[src/rtl/chan_irq_pkg.sv]
package chan_irq_pkg;
  localparam int NUM_CH   = 2;
  localparam int ADDR_W   = 2;
  localparam int DATA_W   = 8;
  localparam logic [ADDR_W-1:0] STAT_OFS = 2'd2;
  localparam logic [ADDR_W-1:0] MASK_OFS = 2'd3;
  localparam int KEY_BIT  = 7;

  typedef struct packed {
    logic wrMode;
    logic wrMask;
    logic badWr;
  } ctlStrobe_t;
endpackage

[src/rtl/chan_irq_decode.sv]
module chan_irq_decode
  import chan_irq_pkg::*;
(
  input  logic [ADDR_W-1:0] addr,
  input  logic              wrEn,
  input  logic [DATA_W-1:0] wrData,
  output ctlStrobe_t        strobe
);
  logic hitStat;
  logic hitMask;

  always_comb begin
    hitStat       = wrEn && (addr == STAT_OFS);
    hitMask       = wrEn && (addr == MASK_OFS);
    strobe.wrMode = hitStat && wrData[KEY_BIT];
    strobe.badWr  = hitStat && !wrData[KEY_BIT];
    strobe.wrMask = hitMask;
  end
endmodule

[src/rtl/chan_irq_datapath.sv]
module chan_irq_datapath
  import chan_irq_pkg::*;
(
  input  logic              clk,
  input  logic              rstN,
  input  ctlStrobe_t        strobe,
  input  logic [DATA_W-1:0] wrData,
  input  logic [ADDR_W-1:0] addr,
  input  logic [NUM_CH-1:0] devIrqIn,
  input  logic [NUM_CH-1:0] dmaIrqIn,
  input  logic [NUM_CH-1:0] polarityLow,
  input  logic              legacyStrap,
  output logic [DATA_W-1:0] rdData,
  output logic [NUM_CH-1:0] irqOut,
  output logic              legacyMode,
  output logic              testMode,
  output logic              wrError
);
  logic [NUM_CH-1:0] devQ;
  logic [NUM_CH-1:0] dmaQ;
  logic [NUM_CH-1:0] maskQ;
  logic [1:0]        modeQ;
  logic              errQ;

  always_ff @(posedge clk) begin
    if (!rstN) begin
      devQ  <= '0;
      dmaQ  <= '0;
      maskQ <= '0;
      modeQ <= '0;
      errQ  <= 1'b0;
    end else begin
      devQ <= devIrqIn;
      dmaQ <= dmaIrqIn;
      errQ <= strobe.badWr;
      if (strobe.wrMask) maskQ <= wrData[NUM_CH-1:0];
      if (strobe.wrMode) modeQ <= wrData[1:0];
    end
  end

  for (genvar c = 0; c < NUM_CH; c++) begin : g_line
    logic active;
    assign active    = !maskQ[c] && (devQ[c] || dmaQ[c]);
    assign irqOut[c] = active ^ polarityLow[c];
  end

  always_comb begin
    rdData = '0;
    case (addr)
      STAT_OFS: rdData[1:0] = {dmaQ[0], devQ[0]};
      MASK_OFS: rdData[4:0] = {legacyStrap, dmaQ[1], devQ[1], maskQ[1], maskQ[0]};
      default:  rdData = '0;
    endcase
  end

  assign legacyMode = modeQ[1];
  assign testMode   = modeQ[0];
  assign wrError    = errQ;
endmodule

[src/rtl/chan_irq_ctrl.sv]
module chan_irq_ctrl
  import chan_irq_pkg::*;
(
  input  logic              clk,
  input  logic              rstN,
  input  logic [1:0]        devIrqIn,
  input  logic [1:0]        dmaIrqIn,
  input  logic [1:0]        polarityLow,
  input  logic              legacyStrap,
  input  logic [1:0]        addr,
  input  logic              wrEn,
  input  logic [7:0]        wrData,
  output logic [7:0]        rdData,
  output logic [1:0]        irqOut,
  output logic              legacyMode,
  output logic              testMode,
  output logic              wrError
);
  ctlStrobe_t strobe;

  chan_irq_decode u_decode (
    .addr   (addr),
    .wrEn   (wrEn),
    .wrData (wrData),
    .strobe (strobe)
  );

  chan_irq_datapath u_data (
    .clk         (clk),
    .rstN        (rstN),
    .strobe      (strobe),
    .wrData      (wrData),
    .addr        (addr),
    .devIrqIn    (devIrqIn),
    .dmaIrqIn    (dmaIrqIn),
    .polarityLow (polarityLow),
    .legacyStrap (legacyStrap),
    .rdData      (rdData),
    .irqOut      (irqOut),
    .legacyMode  (legacyMode),
    .testMode    (testMode),
    .wrError     (wrError)
  );
endmodule

[config.mk]
export PLATFORM = sky130hd
export DESIGN_NAME = chan_irq_ctrl
export DESIGN_NICKNAME = d
export VERILOG_FILES = /design/src/rtl/chan_irq_pkg.sv /design/src/rtl/chan_irq_decode.sv /design/src/rtl/chan_irq_datapath.sv /design/src/rtl/chan_irq_ctrl.sv
export SDC_FILE = /design/constraint.sdc
export NUM_CORES = 1
export LEC_CHECK = 0
export BUFFER_PORTS_ARGS = -buffer_cell sky130_fd_sc_hd__buf_2
export CORE_MARGIN = 2
export CORE_UTILIZATION = 34
export CTS_CLUSTER_DIAMETER = 150
export DETAILED_ROUTE_END_ITERATION = 8
export PLACE_DENSITY = 0.8
export SETUP_SLACK_MARGIN = 0.3
export SYNTH_ARGS = -nofsm -noshare
export SYNTH_HDL_FRONTEND = slang
export SYNTH_SLANG_ARGS = --single-unit
[constraint.sdc]
create_clock -name clk -period 1.1 [get_ports clk]
set_input_delay 0.11 -clock clk [delete_from_list [all_inputs] [get_ports clk]]
set_output_delay 0.11 -clock clk [all_outputs]
set_load 0.01 [all_outputs]
==> impl_metrics.py, run 1 <==
metrics = {
    "die": {
        "floorplan.rows": 13,
        "floorplan.die.height_um": 40.15,
        "dieWidth_um": 40.15,
        "design.core.area_mm2": 0.001252,
        "floorplan.initialDensity_pct": 35.46,
        "dieArea_mm2": 0.001612,
        "num_io_pins": 33,
    },
    "clock_tree": {
        "ctsHtreeMaxLevel": 1,
        "clock_net_sink_count": 9,
        "max-clock-path-buffers": 2,
        "clock_latency_on_the_worst_skew_pair_ps": 250,
        "tritoncts": "yes",
        "cts_buffers": 3,
        "cts.root.buffer_cell": "sky130_fd_sc_hd__clkbuf_4",
        "clkSlewWorstSetupHoldPaths_ps": 60,
    },
    "final_layout": {
        "finish.cell_count_without_fillers": 86,
        "drive_gt1_share_pct": 60.56,
        "design.final.nets": 92,
        "fill_cells": 126,
        "num_antenna_cells": 0,
        "layout-area-overhead-vs-synth_pct": 49.86,
    },
    "yosys": {
        "mean_cell_area_of_the_mapped_netlist_um2": 10.09,
        "ys_warn_count": 0,
        "number_of_enable_flip_flop_cells_after_synthesis": 0,
        "ys_dominant_reg_cell": "sky130_fd_sc_hd__dfxtp_1",
        "synth_area_leader_cell": "sky130_fd_sc_hd__dfxtp_1",
        "post-synth-top-area-fraction_pct": 40.56,
        "syn-cell-area_um2": 444.2,
        "ys_ff_latch": 9,
        "netlist_instances": 44,
        "yosys.cell_types.count": 15,
        "netlist_top_cells_area": "sky130_fd_sc_hd__dfxtp_1 (41%), sky130_fd_sc_hd__mux2i_1 (14%), sky130_fd_sc_hd__buf_4 (6.8%)",
        "asyncSetResetFlopFracSynth_pct": 0,
        "synth_sequential_area_ratio_pct": 40.56,
    },
    "global_route": {
        "initial_antenna_violation_count": 0,
        "grt_first_pass_wirelength_um": 1331,
        "largest_net_degree_at_the_start_of_global_routing": 12,
        "grt_overflow_total": 0,
        "vias_in_the_first_global_route": 361,
        "grt_util_all_layers_pct": 13.06,
    },
    "drt": {
        "routed_wl_um": 855,
        "routed-via-count": 389,
        "drt_iter0_markers": 1,
        "detail_route.drc_violations": 0,
        "detail-route-antenna-nets": 0,
        "route.detailed.wl_per_inst_um": 9.942,
        "first_pass_iters": 2,
        "detail_route.vias_per_cell": 4.523,
    },
    "sta": {
        "max_freq_mhz": 885.2,
        "rsz0062_at_grt": "yes",
        "final_period_minus_worst_setup_slack_ps": 1130,
        "post-route-worst-setup-slack_ps": -29.75,
        "final_hold_viol_count": 0,
        "setup_violations": 3,
        "clock_skew_ps": 0,
        "finalMaxSlewViolations": 0,
        "fin_crit_sh_pct": 102.7,
        "timing.setup.tns_ps": -55.46,
    },
    "worst_setup_path": {
        "r2r_end": "u_data.maskQ[1]",
        "sort_of_element_at_the_end_of_the_critical_path": "output port",
        "worst-r2r-setup-slack_ps": 430,
        "worstReg2RegStart": "u_data.maskQ[1]",
        "r2r_cells": 3,
        "worst-endpoint-required_ps": 990,
        "critical_path.startpoint": "u_data.maskQ[0]",
        "data_arrival_time_at_the_worst_slack_endpoint_ps": 1020,
        "critPathLaunchType": "register",
        "critPathMaxFanout": 3,
        "critPathKind": "reg2out",
    },
    "run": {
        "max-cap-violations": 0,
    },
    "run_status": {
        "violations": "setup timing",
        "outcome": "finished, violations left",
    },
    "min_path": {
        "hold_path_class": "in2reg",
        "worstHoldEndpoint": "u_data.dmaQ[1]",
        "whs_path_depth": 2,
        "min_from": "dmaIrqIn[1]",
    },
    "power_and_ir_drop": {
        "ir_worst_vdd_mv": 1.015,
        "static-leakage-power_nw": 0.3412,
        "power.density_mw_per_mm2": 1088,
    },
    "placement": {
        "portBuffers": 24,
        "hpwlAfterDp_um": 656.8,
        "numPlacedInstances": 80,
        "gpl.final_weighted_congestion": 0.6955,
        "dp_slack_ps": 242.3,
    },
}
routing by layer:
metal | GRT usage (%) | vias up | share of wire [%]
met3 | 8.333 | 0 | 9.1
met1 | 12.12 | 176 | 34
met2 | 23.79 | 18 | 56
met4 | 2.586 | 0 | 0
met5 | 0 | - | 0
li1 | - | 195 | -
critical path: stages, from the launching register on:
cell	delay, ps
sky130_fd_sc_hd__dfxtp_2	330
sky130_fd_sc_hd__buf_4	120
sky130_fd_sc_hd__mux2i_1	130
sky130_fd_sc_hd__nor2b_1	60
sky130_fd_sc_hd__buf_2	130
synth_stat cells (2+ instances only):
library cell,number
sky130_fd_sc_hd__o21bai_1,2
sky130_fd_sc_hd__xnor2_1,2
sky130_fd_sc_hd__and2_1,4
sky130_fd_sc_hd__mux2i_1,6
sky130_fd_sc_hd__dfxtp_1,9
sky130_fd_sc_hd__buf_4,4
sky130_fd_sc_hd__and3_1,2
sky130_fd_sc_hd__nand2_1,7
sky130_fd_sc_hd__nor2b_1,2
cells by family after synthesis:
kind of cell | share of synthesized area [%]
buffers and inverters | 7.887
and+or+nand+nor | 29.86
DFF | 40.56
muxes | 13.52
xor gates and xnor gates | 3.944
other | 0.8443
AOI/OAI and AO/OA | 3.379
through the flow:
stage	hold WS (ps)	instance area (um^2)	power (W)	util, %
after global placement	314.5	555.5	0.0004664	44.36
after floorplan	181.4	451.7	0.0004252	-
after global routing	56.55	665.6	0.0007812	53.15
after detailed placement	328.9	555.5	0.0004699	44.36
final	68.89	665.6	0.0007245	53.15
after CTS	57.09	611.8	0.0007242	48.85
worst max path at each step:
stage                      endpoint  slack (ps)  depth (start not counted)
after global placement    irqOut[1]         260                          3
after CTS                 irqOut[1]         -40                          3
after floorplan           irqOut[0]         300                          2
final                     rdData[0]         -30                          4
after detailed placement  irqOut[1]         240                          3
after global routing      irqOut[1]        -110                          3
sequential cells by signal, summed over array words and instances (netlist names):
signal          flops
u_data.maskQ        2
u_data.devQ         2
u_data.modeQ        2
u_data.wrError      1
u_data.dmaQ         2
repair_timing:
item	CTS	global route
hold buffers	0	0
setup buffers	0	2
gates cloned	0	0
endpoints found under the setup margin	8	9
pin swaps	0	1
resized for setup	10	6
cell usage in the layout, fill, tap and decap left out:
| cell type | synthesis | routed |
|---|---|---|
| sky130_fd_sc_hd__and2_1 | 4 | 4 |
| sky130_fd_sc_hd__and3_1 | 2 | 1 |
| sky130_fd_sc_hd__and3_4 | 0 | 2 |
| sky130_fd_sc_hd__buf_2 | 1 | 20 |
| sky130_fd_sc_hd__buf_4 | 4 | 1 |
| sky130_fd_sc_hd__buf_6 | 0 | 5 |
| sky130_fd_sc_hd__clkbuf_1 | 0 | 1 |
| sky130_fd_sc_hd__clkbuf_4 | 0 | 3 |
| sky130_fd_sc_hd__conb_1 | 1 | 3 |
| sky130_fd_sc_hd__dfxtp_1 | 9 | 2 |
| sky130_fd_sc_hd__dfxtp_2 | 0 | 7 |
| sky130_fd_sc_hd__mux2i_1 | 6 | 6 |
| sky130_fd_sc_hd__nand2_1 | 7 | 7 |
| sky130_fd_sc_hd__nand3_2 | 1 | 1 |
| sky130_fd_sc_hd__nand4b_4 | 1 | 1 |
| sky130_fd_sc_hd__nor2b_1 | 2 | 2 |
| sky130_fd_sc_hd__nor4b_2 | 1 | 1 |
| sky130_fd_sc_hd__o21bai_4 | 0 | 2 |
| sky130_fd_sc_hd__xnor2_1 | 2 | 2 |
where the power goes:
part	total [W]	internal, W	switching, W
Sequential	0.000352	0.000341	0.0000110
Combinational	0.000134	0.0000736	0.0000605
Clock	0.000238	0.000139	0.0000997
Total	0.000724	0.000553	0.000171
final cells by class:
class | count | area (um^2) | area share (%)
Sequential cell | 9 | 188.9 | 28.38
Tap cell | 15 | 18.77 | 2.820
Clock buffer | 4 | 26.28 | 3.947
Multi-Input combinational cell | 32 | 267.8 | 40.23
Timing Repair Buffer | 26 | 163.9 | 24.62
Note: power is estimated with default switching activity, not from simulation.
==> run 2: changes to the inputs <==
CTS_CLUSTER_DIAMETER = 200   (was 150)
SETUP_SLACK_MARGIN = 0.2   (was 0.3)
==> impl_metrics.py, run 2 (same netlist as run 1, synthesis figures left out) <==
metrics = {
    "die": {
        "num_io_pins": 33,
        "floorplan.initialDensity_pct": 35.46,
        "dieWidth_um": 40.15,
        "floorplan.rows": 13,
        "design.core.area_mm2": 0.001252,
        "dieArea_mm2": 0.001612,
        "floorplan.die.height_um": 40.15,
    },
    "clock_tree": {
        "cts.root.buffer_cell": "sky130_fd_sc_hd__clkbuf_4",
        "cts_hold_buffers": 0,
        "clock_latency_on_the_worst_skew_pair_ps": 250,
        "max-clock-path-buffers": 2,
        "cts_buffers": 3,
        "tritoncts": "yes",
        "clkSlewWorstSetupHoldPaths_ps": 60,
        "ctsHtreeMaxLevel": 1,
        "clock_net_sink_count": 9,
    },
    "sta": {
        "finalMaxSlewViolations": 0,
        "post-route-worst-setup-slack_ps": -30.45,
        "clock_skew_ps": 0,
        "timing.setup.tns_ps": -56.87,
        "max_freq_mhz": 884.6,
        "final_hold_viol_count": 0,
        "final_period_minus_worst_setup_slack_ps": 1130,
        "whs_ps": 68.89,
        "setup_violations": 3,
        "fin_crit_sh_pct": 102.8,
        "rsz0062_at_grt": "yes",
    },
    "global_route": {
        "grt_overflow_total": 0,
        "initial_antenna_violation_count": 0,
        "largest_net_degree_at_the_start_of_global_routing": 12,
        "vias_in_the_first_global_route": 361,
        "grt_util_all_layers_pct": 13.06,
        "grt_first_pass_wirelength_um": 1331,
    },
    "final_layout": {
        "fill_cells": 128,
        "final_common_cell": "sky130_fd_sc_hd__buf_2",
        "design.final.nets": 92,
        "commonest_cells_after_routing_fill_and_taps_aside": "sky130_fd_sc_hd__buf_2 (22), sky130_fd_sc_hd__nand2_1 (7), sky130_fd_sc_hd__mux2i_1 (6)",
        "num_antenna_cells": 0,
        "layout-area-overhead-vs-synth_pct": 46.48,
        "drive_gt1_share_pct": 57.75,
    },
    "drt": {
        "routed_wl_um": 845,
        "drt_iter0_markers": 3,
        "first_pass_iters": 2,
        "routed-via-count": 387,
        "route.detailed.wl_per_inst_um": 9.826,
        "detail_route.vias_per_cell": 4.500,
        "detail-route-antenna-nets": 0,
        "detail_route.drc_violations": 0,
    },
    "placement": {
        "hpwlAfterDp_um": 656.8,
        "gpl.final_weighted_congestion": 0.6955,
        "portBuffers": 24,
    },
    "power_and_ir_drop": {
        "static-leakage-power_nw": 0.3389,
        "ir_worst_vdd_mv": 1.018,
        "power.density_mw_per_mm2": 1111,
    },
    "worst_setup_path": {
        "data_arrival_time_at_the_worst_slack_endpoint_ps": 1020,
        "critPathKind": "reg2out",
        "crit_slowest_cell": "sky130_fd_sc_hd__dfxtp_2",
        "sort_of_element_at_the_end_of_the_critical_path": "output port",
        "critical_path.top_delay_family": "flip-flops",
        "worst-endpoint-required_ps": 990,
        "critical_path_buf_inv_count": 2,
        "worstPathCellList": "buf_4 -> mux2i_1 -> nor2b_1 -> buf_2",
        "critPathMaxFanout": 3,
        "slowest_delay_ps": 330,
        "critPathLaunchType": "register",
    },
    "min_path": {
        "hold_path_class": "in2reg",
    },
    "run": {
        "max-cap-violations": 0,
    },
    "run_status": {
        "outcome": "finished, violations left",
        "violations": "setup timing",
    },
}
run 2: worst paths after layout:
check / slack, ps / depth (start not counted) / to / startpoint
worst max-delay path: -30 / 4 / rdData[0] / u_data.maskQ[0]
worst min-delay path: 70 / 2 / u_data.dmaQ[1] / dmaIrqIn[1]
worst max register to register: 430 / 3 / u_data.maskQ[1] / u_data.maskQ[1]
worst min register to register: 460 / 2 / u_data.modeQ[1] / u_data.modeQ[1]
run 2: cell type report:
class                      instances  area, um^2  share of cell area, %
multi-input combinational         32       267.8                  41.15
timing repair buffer              26       151.4                  23.27
clock buffer                       4       26.28                  4.038
tap                               15       18.77                  2.885
sequential                         9       186.4                  28.65
run 2: routing by layer:
layer | global-route usage, % | wire [um] | vias up
li1 | - | - | 195
met1 | 12.12 | 291 | 174
met2 | 23.79 | 473 | 18
met3 | 8.333 | 80 | 0
met4 | 2.586 | 0 | 0
met5 | 0 | 0 | -
run 2: report_power, final:
group | switching (W) | total [W] | leakage (nW) | internal [W]
clock network | 0.000100 | 0.000239 | 0.0150 | 0.000139
logic | 0.0000605 | 0.000132 | 0.248 | 0.0000718
registers | 0.0000106 | 0.000351 | 0.0756 | 0.000341
run 2: timing repair:
item                                    4_1_cts  5_1_grt
hold endpoints to repair                      0        0
resized for setup                             6        6
pin swaps                                     0        1
setup buffers                                 0        2
endpoints found under the setup margin        6        6
run 2: metrics by stage:
step	instance area [um^2]	std cells	total power (W)	worst slack [ps]	utilization [%]
after floorplan	451.7	46	0.0004252	304.6	-
after global placement	555.5	80	0.0004664	258.0	44.36
after detailed placement	555.5	80	0.0004699	242.3	44.36
after CTS	596.8	84	0.0007217	-35.62	47.65
after global routing	650.6	86	0.0007787	-113.9	51.95
final	650.6	86	0.0007227	-30.45	51.95
==> run 3: changes to the inputs <==
CORE_AREA = 2 2 39 41   (was default)
CORE_MARGIN = default   (was 2)
CORE_UTILIZATION = default   (was 34)
DIE_AREA = 0 0 41 43   (was default)
PLACE_DENSITY = 0.77   (was 0.8)
SYNTH_HIERARCHICAL = 1   (was default)
==> impl_metrics.py, run 3 <==
metrics = {
    "drt": {
        "detail-route-antenna-nets": 0,
        "route.detailed.wl_per_inst_um": 10.01,
        "drt_iter0_markers": 7,
        "routed-via-count": 361,
        "detail_route.drc_violations": 0,
        "detail_route.vias_per_cell": 4.298,
        "routed_wl_um": 841,
        "first_pass_iters": 2,
    },
    "sta": {
        "setup_violations": 2,
        "post-route-worst-setup-slack_ps": -20.53,
        "final_period_minus_worst_setup_slack_ps": 1121,
        "max_freq_mhz": 892.4,
        "clock_skew_ps": 0,
        "timing.setup.tns_ps": -21.39,
        "finalMaxSlewViolations": 0,
        "whs_ps": 58.95,
        "fin_crit_sh_pct": 101.9,
        "rsz0062_at_grt": "yes",
        "final_hold_viol_count": 0,
    },
    "yosys": {
        "post-synth-top-area-fraction_pct": 42.23,
        "syn-cell-area_um2": 426.7,
        "ys_dominant_reg_cell": "sky130_fd_sc_hd__dfxtp_1",
        "asyncSetResetFlopFracSynth_pct": 0,
        "number_of_enable_flip_flop_cells_after_synthesis": 0,
        "synth.top_cells.by_count": "sky130_fd_sc_hd__dfxtp_1 (9), sky130_fd_sc_hd__mux2i_1 (6), sky130_fd_sc_hd__nor2b_1 (6)",
        "netlist_instances": 41,
        "ys_ff_latch": 9,
        "synth_area_leader_cell": "sky130_fd_sc_hd__dfxtp_1",
        "synth.most_common_cell": "sky130_fd_sc_hd__dfxtp_1",
        "netlist_top_cells_area": "sky130_fd_sc_hd__dfxtp_1 (42%), sky130_fd_sc_hd__mux2i_1 (14%), sky130_fd_sc_hd__nor2b_1 (8.8%)",
        "mean_cell_area_of_the_mapped_netlist_um2": 10.41,
        "ys_warn_count": 6,
        "synth_sequential_area_ratio_pct": 42.23,
        "yosys.cell_types.count": 12,
    },
    "power_and_ir_drop": {
        "share_seq_of_total_power_pct": 49.0,
        "ir_worst_vdd_mv": 0.7049,
        "power.density_mw_per_mm2": 1158,
        "combinational_share_of_power_pct": 16.7,
        "fraction_of_power_spent_switching_nets_pct": 23.21,
        "netSwitchingPower_w": 0.0001651,
        "static-leakage-power_nw": 0.2974,
        "finalPower_w": 0.0007111,
        "p_int_w": 0.0005461,
        "power_frac_clock_pct": 34.3,
    },
    "worst_setup_path": {
        "worstPathCellList": "o21bai_4 -> xnor2_1 -> buf_2",
        "critPathKind": "reg2out",
        "critPathLaunchType": "register",
        "sort_of_element_at_the_end_of_the_critical_path": "output port",
        "data_arrival_time_at_the_worst_slack_endpoint_ps": 1010,
        "critical_path.top_delay_family": "flip-flops",
        "crit_slowest_cell": "sky130_fd_sc_hd__dfxtp_2",
        "critPathMaxFanout": 3,
        "worst-endpoint-required_ps": 990,
        "slowest_delay_ps": 330,
        "critical_path_buf_inv_count": 1,
    },
    "global_route": {
        "grt_overflow_total": 0,
        "vias_in_the_first_global_route": 306,
        "initial_antenna_violation_count": 0,
        "grt_util_all_layers_pct": 11.19,
        "largest_net_degree_at_the_start_of_global_routing": 10,
        "grt_first_pass_wirelength_um": 1235,
    },
    "clock_tree": {
        "clock_latency_on_the_worst_skew_pair_ps": 250,
        "cts_buffers": 3,
        "ctsHtreeMaxLevel": 1,
        "clkSlewWorstSetupHoldPaths_ps": 60,
        "tritoncts": "yes",
        "clock_net_sink_count": 9,
        "max-clock-path-buffers": 2,
        "cts.root.buffer_cell": "sky130_fd_sc_hd__clkbuf_4",
    },
    "die": {
        "num_io_pins": 33,
        "dieWidth_um": 41,
        "floorplan.initialDensity_pct": 30.83,
        "floorplan.die.height_um": 43,
        "design.core.area_mm2": 0.001384,
        "dieArea_mm2": 0.001763,
        "floorplan.rows": 14,
    },
    "placement": {
        "portBuffers": 24,
        "numPlacedInstances": 79,
        "hpwlAfterDp_um": 621.5,
        "place_area_um2": 544.3,
        "gpl.final_weighted_congestion": 0.6786,
    },
    "final_layout": {
        "num_antenna_cells": 0,
        "commonest_cells_after_routing_fill_and_taps_aside": "sky130_fd_sc_hd__buf_2 (22), sky130_fd_sc_hd__mux2i_1 (6), sky130_fd_sc_hd__nor2b_1 (6)",
        "fill_cells": 139,
        "drive_gt1_share_pct": 52.94,
        "finish.cell_count_without_fillers": 84,
        "design.final.nets": 89,
        "layout-area-overhead-vs-synth_pct": 43.99,
        "seq_area_um2": 185.2,
        "final_common_cell": "sky130_fd_sc_hd__buf_2",
        "design_area_um2": 614.3,
        "multi_input_area_um2": 242.7,
    },
    "run_status": {
        "outcome": "finished, violations left",
        "violations": "setup timing",
    },
    "run": {
        "max-cap-violations": 0,
    },
    "min_path": {
        "hold_path_class": "in2reg",
    },
}
[run 3: worst paths after layout]
kind	start	end	slack, ps	cells past startpoint
worst min-delay path	dmaIrqIn[1]	u_data/dmaQ[1]	60	2
worst max register to register	u_data/maskQ[0]	u_data/maskQ[0]	370	3
worst max-delay path	u_data/maskQ[1]	irqOut[1]	-20	3
worst min register to register	u_data/modeQ[1]	u_data/modeQ[1]	510	2
[run 3: metal layers]
metal  part of all wire (%)  vias to the layer above  wire length [um]  GRT usage (%)
li1                       -                      189                 -              -
met1                     40                      152               340          10.42
met2                     50                       20               423          18.13
met3                    9.2                        0                77          6.283
met4                      0                        0                 0          6.000
met5                      0                        -                 0              0
[run 3: logic make-up after synthesis]
logic type	count (synthesis)	share of synthesized area, %
and+or+nand+nor	17	28.15
DFF	9	42.23
muxes	6	14.08
buffers and inverters	4	7.038
AOI/OAI and AO/OA	2	3.518
xor gates and xnor gates	2	4.106
other	1	0.8789
[run 3: power by group through the flow]
stage	registers, W	logic, W	clock network [W]
after CTS	0.000346	0.000116	0.000259
final	0.000349	0.000118	0.000244
after detailed placement	0.000352	0.000109	0
after floorplan	0.000352	0.0000648	0
after global routing	0.000350	0.000132	0.000276
after global placement	0.000351	0.000107	0
[run 3: cell type report]
type,count,area share (%)
multi-input combinational,30,39.51
sequential,9,30.14
timing repair buffer,25,22.81
clock buffer,4,4.277
tap,16,3.259
[run 3: per-stage QoR]
| stage | utilization, % | setup slack, ps |
|---|---|---|
| 3_5_place_dp | 39.33 | 152.7 |
| 4_1_cts | 43.58 | -33.21 |
| 2_1_floorplan | - | 305.5 |
| 5_1_grt | 44.39 | -83.49 |
| 3_3_place_gp | 39.33 | 158.1 |
| 6_report | 44.39 | -20.53 |
[run 3: what timing repair did]
item,in CTS,in global routing
resized for setup,8,1
buffers inserted,1,0
hold buffers,0,0
setup endpoints to repair,6,6
